File: config.mk
export PLATFORM = sky130hd
export DESIGN_NAME = hri_host_if
export DESIGN_NICKNAME = d
export VERILOG_FILES = /design/src/rtl/hri_pkg.sv /design/src/rtl/hri_edge.sv /design/src/rtl/hri_regbank.sv /design/src/rtl/hri_shift.sv /design/src/rtl/hri_host_if.sv
export SDC_FILE = /design/constraint.sdc
export NUM_CORES = 1
export LEC_CHECK = 0
export BUFFER_PORTS_ARGS = -buffer_cell sky130_fd_sc_hd__buf_2
export CORE_UTILIZATION = 54
export DETAILED_ROUTE_END_ITERATION = 7
export PLACE_DENSITY = 0.85
export SLEW_MARGIN = 20
export SYNTH_ARGS = -nofsm -noshare
export SYNTH_HDL_FRONTEND = slang
export SYNTH_SLANG_ARGS = --single-unit
export TNS_END_PERCENT = 1
File: constraint.sdc
create_clock -name clk -period 2.54 [get_ports clk]
set_input_delay 0.508 -clock clk [delete_from_list [all_inputs] [get_ports clk]]
set_output_delay 0.508 -clock clk [all_outputs]
set_load 0.005 [all_outputs]
File: src/rtl/hri_pkg.sv
package hri_pkg;
   typedef enum logic {
      MODE_PAR = 1'b0,
      MODE_SER = 1'b1
   } hri_mode_e;

   // serial access is requested by holding the latch enable high with the chip selected
   function automatic hri_mode_e hri_mode(input logic ale, input logic cs_n);
      return (ale && !cs_n) ? MODE_SER : MODE_PAR;
   endfunction
endpackage

File: src/rtl/hri_edge.sv
module hri_edge #(
   parameter int N = 4,
   parameter logic [N-1:0] IDLE = '0
) (
   input  logic         clk,
   input  logic         rst_n,
   input  logic [N-1:0] sig,
   output logic [N-1:0] rise,
   output logic [N-1:0] fall
);
   logic [N-1:0] prev;

   always_ff @(posedge clk or negedge rst_n) begin
      if (!rst_n) prev <= IDLE;
      else        prev <= sig;
   end

   for (genvar g = 0; g < N; g++) begin : g_bit
      assign rise[g] = !prev[g] &&  sig[g];
      assign fall[g] =  prev[g] && !sig[g];
   end
endmodule

File: src/rtl/hri_regbank.sv
module hri_regbank #(
   parameter int DATA_W = 8,
   parameter int ADDR_W = 3,
   parameter int RO_IDX = 2,
   localparam int NREG  = 1 << ADDR_W
) (
   input  logic                   clk,
   input  logic                   rst_n,
   input  logic                   we,
   input  logic [ADDR_W-1:0]      waddr,
   input  logic [DATA_W-1:0]      wdata,
   input  logic [ADDR_W-1:0]      raddr,
   input  logic [DATA_W-1:0]      status_i,
   output logic [DATA_W-1:0]      rdata,
   output logic [NREG*DATA_W-1:0] regs_o
);
   for (genvar g = 0; g < NREG; g++) begin : g_reg
      if (g == RO_IDX) begin : g_ro
         assign regs_o[g*DATA_W +: DATA_W] = '0;
      end else begin : g_rw
         logic [DATA_W-1:0] store;
         always_ff @(posedge clk or negedge rst_n) begin
            if (!rst_n)                         store <= '0;
            else if (we && waddr == ADDR_W'(g)) store <= wdata;
         end
         assign regs_o[g*DATA_W +: DATA_W] = store;
      end
   end

   always_comb begin
      if (raddr == ADDR_W'(RO_IDX)) rdata = status_i;
      else                          rdata = regs_o[int'(raddr)*DATA_W +: DATA_W];
   end
endmodule

File: src/rtl/hri_shift.sv
module hri_shift #(
   parameter int DATA_W = 8,
   localparam int CNT_W = $clog2(DATA_W + 1)
) (
   input  logic              clk,
   input  logic              rst_n,
   input  logic              ser_mode,
   input  logic              rd_n,
   input  logic              sclk_fall,
   input  logic              rd_fall,
   input  logic              strobe_rise,
   input  logic              din,
   input  logic [DATA_W-1:0] load_val,
   output logic              in_full,
   output logic [DATA_W-1:0] in_data,
   output logic [DATA_W-1:0] hold
);
   logic [CNT_W-1:0] cnt;

   // read side: captured at the start of the read, then moved right one bit per clock fall
   always_ff @(posedge clk or negedge rst_n) begin
      if (!rst_n)                                 hold <= '0;
      else if (rd_fall)                           hold <= load_val;
      else if (ser_mode && !rd_n && sclk_fall)    hold <= hold >> 1;
   end

   // write side: bits enter at the top so the first one ends at bit 0
   always_ff @(posedge clk or negedge rst_n) begin
      if (!rst_n) begin
         in_data <= '0;
         cnt     <= '0;
      end else if (strobe_rise) begin
         cnt <= '0;
      end else if (ser_mode && rd_n && sclk_fall) begin
         in_data <= {din, in_data[DATA_W-1:1]};
         if (cnt != CNT_W'(DATA_W)) cnt <= cnt + 1'b1;
      end
   end

   assign in_full = (cnt == CNT_W'(DATA_W));
endmodule

File: src/rtl/hri_host_if.sv
module hri_host_if #(
   parameter int DATA_W = 8,
   parameter int ADDR_W = 3,
   parameter int RO_IDX = 2,
   localparam int NREG    = 1 << ADDR_W,
   localparam int SER_BIT = DATA_W - 1
) (
   input  logic                   clk,
   input  logic                   rst_n,
   input  logic                   ale,
   input  logic                   cs_n,
   input  logic                   rd_n,
   input  logic                   wr_n,
   input  logic                   sclk,
   input  logic [DATA_W-1:0]      ad_i,
   output logic [DATA_W-1:0]      ad_o,
   output logic [DATA_W-1:0]      ad_oe,
   input  logic [DATA_W-1:0]      status_i,
   output logic [NREG*DATA_W-1:0] regs_o
);
   import hri_pkg::*;

   if (ADDR_W >= DATA_W) begin : g_bad_addr
      $error("register index bits overlap the serial data bit");
   end
   if (RO_IDX >= NREG) begin : g_bad_ro
      $error("read-only slot lies outside the bank");
   end

   // pin index order in the edge detector: ale, rd_n, wr_n, sclk
   logic [3:0] rise, fall;
   hri_edge #(.N(4), .IDLE(4'b0110)) u_edge (
      .clk(clk), .rst_n(rst_n), .sig({sclk, wr_n, rd_n, ale}),
      .rise(rise), .fall(fall)
   );
   wire ale_fall  = fall[0];
   wire rd_fall   = fall[1];
   wire rd_rise   = rise[1];
   wire wr_rise   = rise[2];
   wire sclk_fall = fall[3];

   hri_mode_e mode;
   assign mode = hri_mode(ale, cs_n);

   logic [ADDR_W-1:0] addr_l;
   logic              cs_l;
   always_ff @(posedge clk or negedge rst_n) begin
      if (!rst_n) begin
         addr_l <= '0;
         cs_l   <= 1'b1;
      end else if (ale_fall) begin
         addr_l <= ad_i[ADDR_W-1:0];
         cs_l   <= cs_n;
      end
   end

   logic [ADDR_W-1:0] sel;
   assign sel = (mode == MODE_SER) ? ad_i[ADDR_W-1:0] : addr_l;

   logic              in_full;
   logic [DATA_W-1:0] in_data, hold, rdata;
   hri_shift #(.DATA_W(DATA_W)) u_shift (
      .clk(clk), .rst_n(rst_n), .ser_mode(mode == MODE_SER), .rd_n(rd_n),
      .sclk_fall(sclk_fall), .rd_fall(rd_fall), .strobe_rise(rd_rise || wr_rise),
      .din(ad_i[SER_BIT]), .load_val(rdata),
      .in_full(in_full), .in_data(in_data), .hold(hold)
   );

   logic              we;
   logic [DATA_W-1:0] wdata;
   always_comb begin
      if (mode == MODE_SER) begin
         we    = wr_rise && in_full;
         wdata = in_data;
      end else begin
         we    = wr_rise && !cs_l;
         wdata = ad_i;
      end
   end

   hri_regbank #(.DATA_W(DATA_W), .ADDR_W(ADDR_W), .RO_IDX(RO_IDX)) u_bank (
      .clk(clk), .rst_n(rst_n), .we(we), .waddr(sel), .wdata(wdata),
      .raddr(sel), .status_i(status_i), .rdata(rdata), .regs_o(regs_o)
   );

   always_comb begin
      ad_o  = '0;
      ad_oe = '0;
      if (mode == MODE_SER) begin
         if (!rd_n) begin
            ad_o[SER_BIT]  = hold[0];
            ad_oe[SER_BIT] = 1'b1;
         end
      end else if (!rd_n && !cs_l) begin
         ad_o  = hold;
         ad_oe = '1;
      end
   end
endmodule

---- Word-level counts from Yosys, hierarchy flattened ----
Index checks and enable logic that the tools add are counted.
operators by class
  add/subtract/negate cells ............... 1
  eq/ne operators ......................... 9
  shifts and indexed selects .............. 1
  muxes and demuxes ....................... 18
  bitwise operators ....................... 1
  reduce and logical (&&, ||, !) cells .... 34
operators with widths
  kind                                                                    count
  64-bit by 7-bit variable part select with 8-bit output                  1
  8-bit 2-to-1 mux                                                        6
  1-bit logical AND                                                       20
  7-bit 2-to-1 mux                                                        2
  3-bit equality test (second input constant)                             4
  4-bit 2-to-1 mux                                                        3
  1-bit logical NOT                                                       7
  3-bit by 2-bit equality test with 1-bit output (second input constant)  2
  1-bit 2-to-1 mux                                                        6
  2-bit nonzero test                                                      3
  4-bit by 1-bit adder with 4-bit output (second input constant)          1
  4-bit equality test (second input constant)                             1
  4-bit inequality test (second input constant)                           1
  2-bit AND reduction                                                     2
  3-bit by 1-bit equality test with 1-bit output (second input constant)  1
  3-bit logical NOT                                                       1
  3-bit 2-to-1 mux                                                        1
  1-bit logical OR                                                        1
  1-bit inverter                                                          1
word-level totals
  bits in registers ....................... 84
  bits of input ports ..................... 23
  logic and storage cells ................. 77

---- Depth between registers and ports, before layout ----
Gate-level depths: netlist (run 1).
  word-level depth ........................ 7
  gate-level depth with buffers ........... 8

---- Hierarchy ----
A second synthesis (run 1) with hierarchy kept.
second synthesis, totals
  cells, all modules ...................... 320
  area total of the unflattened synthesis .. 4262.8 um2
modules (own cells, without submodules)
  module       instances  cells each  area an instance (um2)  seq. area each (um2)
  hri_regbank  1          163         2761.4                  1401.3
  hri_shift    1          78          895.9                   500.5
  hri_host_if  1          67          452.9                   101.3
  hri_edge     1          12          152.6                   102.6

---- Worst setup path before layout (run 1) ----
OpenSTA, ideal clock, no wires.
  kind .................................... in2out
  start ................................... input ale
  end ..................................... output ad_o[0]
  data arrival time ....................... 1.888 ns
  required time ........................... 2.032 ns
  path slack .............................. 0.144 ns
  stages on the path ...................... 5
  buffers on the path ..................... 2
  cell sequence ........................... nor2b_4 -> buf_8 -> buf_2 -> nor3_1 -> and2_1
on the way
  cells in the longest elaborated chain, start to end .. 3
ends and longest elaborated chain
  element             line               source
  start: declaration  hri_host_if.sv:10  input logic ale,
  1-bit logical AND   hri_pkg.sv:9       return (ale && !cs_n) ? MODE_SER : MODE_PAR;
  1-bit 2-to-1 mux    hri_pkg.sv:9
  7-bit 2-to-1 mux    hri_host_if.sv:89  if (mode == MODE_SER) begin
  end: declaration    hri_host_if.sv:16  output logic [DATA_W-1:0] ad_o,
Every way passes these cells.

---- Worst setup path after layout (run 1) ----
  start ................................... input cs_n
  end ..................................... register u_bank.g_reg[0].g_rw.store[6]
on the way
  cells in the longest elaborated chain, start to end .. 6
ends and longest elaborated chain
  element                 line               source
  start: declaration      hri_host_if.sv:11  input logic cs_n,
  1-bit logical NOT (*)   hri_pkg.sv:9
  1-bit logical AND (*)   hri_pkg.sv:9
  1-bit 2-to-1 mux (*)    hri_pkg.sv:9
  3-bit 2-to-1 mux        hri_host_if.sv:58  assign sel = (mode == MODE_SER) ? ad_i[ADDR_W-1:0] : addr_l;
  3-bit logical NOT       hri_regbank.sv:24  else if (we && waddr == ADDR_W'(g)) store <= wdata;
  1-bit logical AND       hri_regbank.sv:24
  end signal: assignment  hri_regbank.sv:24
  end: declaration        hri_regbank.sv:21  logic [DATA_W-1:0] store;
Every way passes the cells marked *; elsewhere a longest branch is shown, timed or not.
A chain may end at the register's enable or synchronous reset.

==> impl_metrics.env, run 1 <==
export IMPL_insertion_delay_ns=0.36
export IMPL_detail_route_antenna_nets=0
export IMPL_crit_path_top_delay_cell="mux2i_2"
export IMPL_wirelength_mm=11.36
export IMPL_grt_pass1_wl_mm=18.78
export IMPL_period_share=0.8216
export IMPL_dpl_hpwl_mm=8.437
export IMPL_die_w_um=92.03
export IMPL_coreArea_mm2=0.007767
export IMPL_switchingPower_mw=1.373
export IMPL_fin_worst_skew_ns=0.007674
export IMPL_ioPinCount=103
export IMPL_start_util=0.5635
export IMPL_die_area_mm2=0.008469
export IMPL_synth_async_sr_flop_share=1.000
export IMPL_antenna_found_initial=0
export IMPL_layout_drive_gt1_share=0.3390
export IMPL_setup_tns_ns=0
export IMPL_hold_path_class="primary input to async pin"
export IMPL_setup_violations=0
export IMPL_cts_inserted_buffers=9
export IMPL_crit_chain="buf_2 > nand2b_1 > mux2i_2 > buf_4 > nand4_4 > nand2_1 > o21ai_1"
export IMPL_worstReg2RegEnd="u_bank.g_reg[7].g_rw.store[7]"
export IMPL_r2r_start="u_shift.cnt[0]"
export IMPL_period_minus_slack_ns=2.087
export IMPL_postPlaceCellArea_mm2=0.005009
export IMPL_comb_power_share=0.296
export IMPL_stdcell_area_mm2=0.005164
export IMPL_synth_top_area_share=0.4631
export IMPL_drtPass1Iterations=4
export IMPL_io_buffers=94
export IMPL_final_nets=553
export IMPL_swShare=0.3478
export IMPL_grt_max_degree=50
export IMPL_maxCapViolCount=0
export IMPL_cts_tree="done"
export IMPL_crit_family="simple AND/OR/NAND/NOR gates"
export IMPL_post_cts_buffers=0
export IMPL_clkPwrFrac=0.205
export IMPL_final_cell_mix="buf_2 (93), dfrtp_1 (81), nand2_1 (66)"
export IMPL_synth_distinct_cells=54
export IMPL_relSlewSlack=0.3673
export IMPL_max_stage_delay_ns=0.46
export IMPL_layout_commonest_cell="buf_2"
export IMPL_end_kind="register"
export IMPL_num_antenna_cells=0
export IMPL_reg2reg_depth=6
export IMPL_syn_area_mm2=0.004377
export IMPL_h_tree_depth=3
export IMPL_critPathKind="primary input to register"
export IMPL_clock_sinks=84
export IMPL_hold_viol=0
export IMPL_area_growth_syn_to_layout_pct=17.98
export IMPL_fillCellCount=617
export IMPL_status="completed"
export IMPL_synth_main_ff_cell="dfrtp_1"
export IMPL_max_freq_ghz=0.4792
export IMPL_crit_start="cs_n"
export IMPL_cp_arrival_ns=2.31
export IMPL_synth_area_leaders="dfrtp_1 (46%), mux2i_1 (5.9%), nand2_1 (5.7%)"
export IMPL_rsz0062_at_grt="no"
export IMPL_path_buf_inv=2
export IMPL_wire_per_inst_um=17.94
export IMPL_maxSlewViolCount=0
export IMPL_drc=0
export IMPL_die_y_um=92.03
export IMPL_ir_drop_mv=0.5168
export IMPL_clockBufferDepth=2
export IMPL_r2r_slack_ns=0.46
export IMPL_routabilityCongestion=0.8946
export IMPL_syn_avg_cell_area_um2=10.40
export IMPL_path_max_fanout=16
export IMPL_synth_seq_cells=84
export IMPL_ctsHoldBuffers=0
export IMPL_cts_resized=0
export IMPL_p_seq_frac=0.499
export IMPL_cts_root_buf="clkbuf_8"
export IMPL_fin_util=0.6648
export IMPL_clk_pin_slew_worst_paths_ns=0.08
export IMPL_worst_slew_pin_slew_ns=0.9471
export IMPL_drt_first_iter_violations=309
export IMPL_synth_edf_count=0
export IMPL_p_leak_nw=2.668
export IMPL_p_total_mw=3.947
export IMPL_whs_ns=0.09412
export IMPL_grt_pass1_vias=3604
export IMPL_grtUsageTotal=0.2899
export IMPL_power_internal_mw=2.575
export IMPL_crit_required_ns=2.76
export IMPL_synth_top_cell_by_area="dfrtp_1"
export IMPL_power_density_mw_per_mm2=764.4
export IMPL_overflow=0
export IMPL_yosysWarnings=0
export IMPL_vias_per_cell=5.799
export IMPL_route_vias_total=3671
export IMPL_seq_area_frac_synth=0.4811
export IMPL_rows=32
export IMPL_syn_inst=421
export IMPL_startpoint_type="primary input"
## cell type report
cell class                 count  area, um2  share of cell area
inverter                      23      86.33             0.01672
clock buffer                   9      123.9             0.02399
tap                          102      127.6             0.02472
multi-input combinational    290       2008              0.3889
timing repair buffer         120      680.7              0.1318
clock inverter                 5      31.28            0.006058
sequential                    84       2106              0.4078
## routing by layer
metal | GRT usage | routed length (um) | vias to the layer above
met5 | 0 | 0 | -
li1 | - | - | 1675
met3 | 0.04229 | 883 | 29
met1 | 0.3965 | 4826 | 1776
met2 | 0.4552 | 5326 | 191
met4 | 0.1393 | 323 | 0
## power by group through the flow
stage	registers (mW)	logic (mW)	clock network, mW
floorplan	1.92	0.640	0
global placement	1.98	1.11	0
detailed placement	1.98	1.16	0
CTS	1.96	1.17	0.818
global route	2.01	1.30	0.866
finish	1.97	1.17	0.809
## kinds of logic (layout without fill, tap and decap cells)
kind of cell    after synthesis  in the layout  synth area share
simple gates                129            129            0.1581
flops                        84             84            0.4811
xor+xnor                      2              2          0.004003
mux                          54             54            0.1472
compound gates               95             95            0.1369
fa+ha+maj                     2              2          0.005717
buf+inv                      54            157           0.06604
other cells                   1              8         0.0008568
## state kept, by name, summed over array words and instances (netlist names)
signal / cells
addr_l: 3
cs_l: 1
u_bank.g.g_rw.store: 56
u_edge.prev: 4
u_shift.cnt: 4
u_shift.hold: 8
u_shift.in_data: 8
## metrics by stage
| stage | setup slack [ns] | instances |
|---|---|---|
| floorplan | 0.1444 | 428 |
| global placement | 0.1837 | 619 |
| detailed placement | 0.1228 | 619 |
| CTS | 0.4335 | 633 |
| global route | 0.3206 | 633 |
| finish | 0.4532 | 633 |
## synth_stat cells, drive strengths merged (2+ instances only)
cell,count
a31oi,3
buf,24
o31ai,8
a221o,4
clkbuf,7
a221oi,6
nand3,2
a311o,2
a32oi,2
nor2b,6
mux2,21
dfstp,3
nand2,66
a22oi,3
nand2b,10
and2,10
ha,2
or2,3
nand4,8
dfrtp,81
nand3b,2
nor2,14
o21a,2
inv,23
o21ai,50
mux2i,30
a21oi,14
mux4,3
## worst reg2reg max path, stage by stage, from the launching register on
cell      delay [ns]
dfrtp_1         0.41
inv_1           0.10
ha_1            0.16
nand3b_1        0.17
mux2i_4         0.40
nand4_2         0.45
mux2i_1         0.32
## worst max-delay path by stage
stage                                         end  slack [ns]  cells past startpoint
floorplan                                 ad_o[0]        0.14                      5
global placement                  u_shift.hold[2]        0.18                      7
detailed placement                u_shift.hold[2]        0.12                      7
CTS                 u_bank.g_reg[7].g_rw.store[7]        0.43                      6
global route        u_bank.g_reg[7].g_rw.store[7]        0.32                      6
finish              u_bank.g_reg[0].g_rw.store[6]        0.45                      7
Note: power is estimated with default switching activity, not from simulation.
==> inputs of run 2 (changes only) <==
==> constraint.sdc (replaced) <==
create_clock -name clk -period 2.2 [get_ports clk]
set_input_delay 0.44 -clock clk [delete_from_list [all_inputs] [get_ports clk]]
set_output_delay 0.44 -clock clk [all_outputs]
set_load 0.005 [all_outputs]
==> run 2 against run 1 <==
Sequential power up 17%; critical path depth up 1; core utilization up 2.4 points; cell area up 3.7%; final cell count up 2.7%; worst hold slack better by 0.091 ns; die area unchanged; non-clock buffer count up 15; highest routed layer unchanged.
==> impl_metrics.env, run 2 (synthesis gave the netlist of run 1 again) <==
export IMPL_drc=0
export IMPL_crit_family="simple AND/OR/NAND/NOR gates"
export IMPL_drt_first_iter_violations=309
export IMPL_status="completed"
export IMPL_layout_commonest_cell="buf_2"
export IMPL_end_kind="register"
export IMPL_maxCapViolCount=0
export IMPL_worst_slew_pin_slew_ns=0.5664
export IMPL_top_register="u_bank.g.g_rw.store"
export IMPL_switchingPower_mw=1.691
export IMPL_routabilityCongestion=0.8889
export IMPL_final_nets=568
export IMPL_clkPwrFrac=0.233
export IMPL_die_area_mm2=0.008469
export IMPL_die_y_um=92.03
export IMPL_antenna_found_initial=0
export IMPL_power_density_mw_per_mm2=902.4
export IMPL_overflow=0
export IMPL_rows=32
export IMPL_postPlaceCellArea_mm2=0.005144
export IMPL_layout_drive_gt1_share=0.3577
export IMPL_path_buf_inv=2
export IMPL_hold_viol=0
export IMPL_maxSlewViolCount=0
export IMPL_num_antenna_cells=0
export IMPL_setup_violations=0
export IMPL_die_w_um=92.03
export IMPL_io_buffers=94
export IMPL_cts_inserted_buffers=9
export IMPL_grt_pass1_vias=3826
export IMPL_swShare=0.3501
export IMPL_start_util=0.5635
export IMPL_ir_drop_mv=0.5759
export IMPL_crit_required_ns=2.43
export IMPL_crit_path_top_delay_cell="dfrtp_1"
export IMPL_dpl_hpwl_mm=8.970
export IMPL_fin_worst_skew_ns=0.007541
export IMPL_area_growth_syn_to_layout_pct=22.30
export IMPL_path_max_fanout=16
export IMPL_clock_sinks=84
export IMPL_wirelength_mm=12.17
export IMPL_detail_route_antenna_nets=0
export IMPL_cts_tree="done"
export IMPL_ioPinCount=103
export IMPL_power_internal_mw=3.139
export IMPL_grt_max_degree=49
export IMPL_relSlewSlack=0.6201
export IMPL_setup_slack_ns=0.1638
export IMPL_p_seq_frac=0.476
export IMPL_clockBufferDepth=2
export IMPL_pre_cts_ws_ns=-0.03435
export IMPL_drtPass1Iterations=5
export IMPL_rsz0062_at_grt="no"
export IMPL_startpoint_type="register"
export IMPL_p_leak_nw=2.764
export IMPL_cts_resized=0
export IMPL_vias_per_cell=5.906
export IMPL_final_cell_mix="buf_2 (93), dfrtp_1 (81), nand2_1 (66)"
export IMPL_route_vias_total=3839
export IMPL_clk_pin_slew_worst_paths_ns=0.08
export IMPL_critPathKind="register to register"
export IMPL_stdcell_area_mm2=0.005353
export IMPL_cp_arrival_ns=2.27
export IMPL_grtUsageTotal=0.3060
export IMPL_reg_top3="u_bank.g.g_rw.store (56), u_shift.hold (8), u_shift.in_data (8)"
export IMPL_h_tree_depth=3
export IMPL_hold_path_class="primary input to register"
export IMPL_largest_reg_flops=56
export IMPL_fillCellCount=575
export IMPL_max_stage_delay_ns=0.40
export IMPL_period_share=0.9256
export IMPL_grt_pass1_wl_mm=19.75
export IMPL_wire_per_inst_um=18.72
export IMPL_coreArea_mm2=0.007767
export IMPL_insertion_delay_ns=0.37
export IMPL_cts_root_buf="clkbuf_8"
export IMPL_comb_power_share=0.291
export IMPL_max_freq_ghz=0.4911
export IMPL_period_minus_slack_ns=2.036
export IMPL_crit_chain="inv_1 > ha_1 > nand3b_1 > mux2i_4 > buf_4 > nand4_4 > nand2_1 > o21ai_0"
-- run 2: layout make-up --
cell class,instances,area [um2],share of cell area
flip-flops and latches,84,2106,0.3934
multi-input cells,290,2013,0.3761
repair buffers,135,820.8,0.1533
clock buffers,10,127.6,0.02384
well taps,102,127.6,0.02384
inverters,23,86.33,0.01613
clock inverters,6,71.32,0.01332
-- run 2: worst paths after layout --
kind                       slack (ns)  cells past startpoint                       endpoint           start
min reg2reg                      0.51                      2                           cs_l            cs_l
max in group asynchronous        1.18                      3  u_bank.g_reg[0].g_rw.store[2]           rst_n
min in group asynchronous        0.43                      2                 u_shift.cnt[1]           rst_n
max reg2reg                      0.16                      8  u_bank.g_reg[0].g_rw.store[4]  u_shift.cnt[0]
max                              0.16                      8  u_bank.g_reg[0].g_rw.store[4]  u_shift.cnt[0]
min                              0.19                      1                 u_edge.prev[2]            wr_n
-- run 2: timing repair --
item / CTS / global route
setup buffers: 0 / 0
hold buffers: 1 / 0
endpoints found under the hold margin: 4 / 0
-- run 2: power groups by stage --
stage               Sequential [mW]  Clock (mW)  Combinational, mW
finish                         2.30        1.13               1.41
global route                   2.33        1.19               1.55
CTS                            2.28        1.13               1.40
detailed placement             2.31           0               1.37
global placement               2.29           0               1.30
floorplan                      2.22           0              0.739
-- run 2: per-stage QoR --
step                power [mW]  TNS (ns)  std cells  utilization  hold WS (ns)
floorplan                2.960         0        428            -        0.1444
global placement         3.595         0        633       0.6622        0.2685
detailed placement       3.679  -0.07441        633       0.6622        0.2675
CTS                      4.812         0        650       0.6891        0.1839
global route             5.072         0        650       0.6891        0.1832
finish                   4.830         0        650       0.6891        0.1852
-- run 2: layer usage --
metal / share of wire / up-vias / global-route usage
met1: 0.40 / 1871 / 0.3941
met5: 0 / - / 0
li1: - / 1693 / -
met4: 0.027 / 0 / 0.1263
met3: 0.097 / 37 / 0.08209
met2: 0.48 / 238 / 0.4907
-- run 2: worst register-to-register path, stage by stage, from the launching register on --
cell and delay [ns]:
dfrtp_1 0.40, inv_1 0.10, ha_1 0.17, nand3b_1 0.17
mux2i_4 0.35, buf_4 0.20, nand4_4 0.22, nand2_1 0.17
o21ai_0 0.12
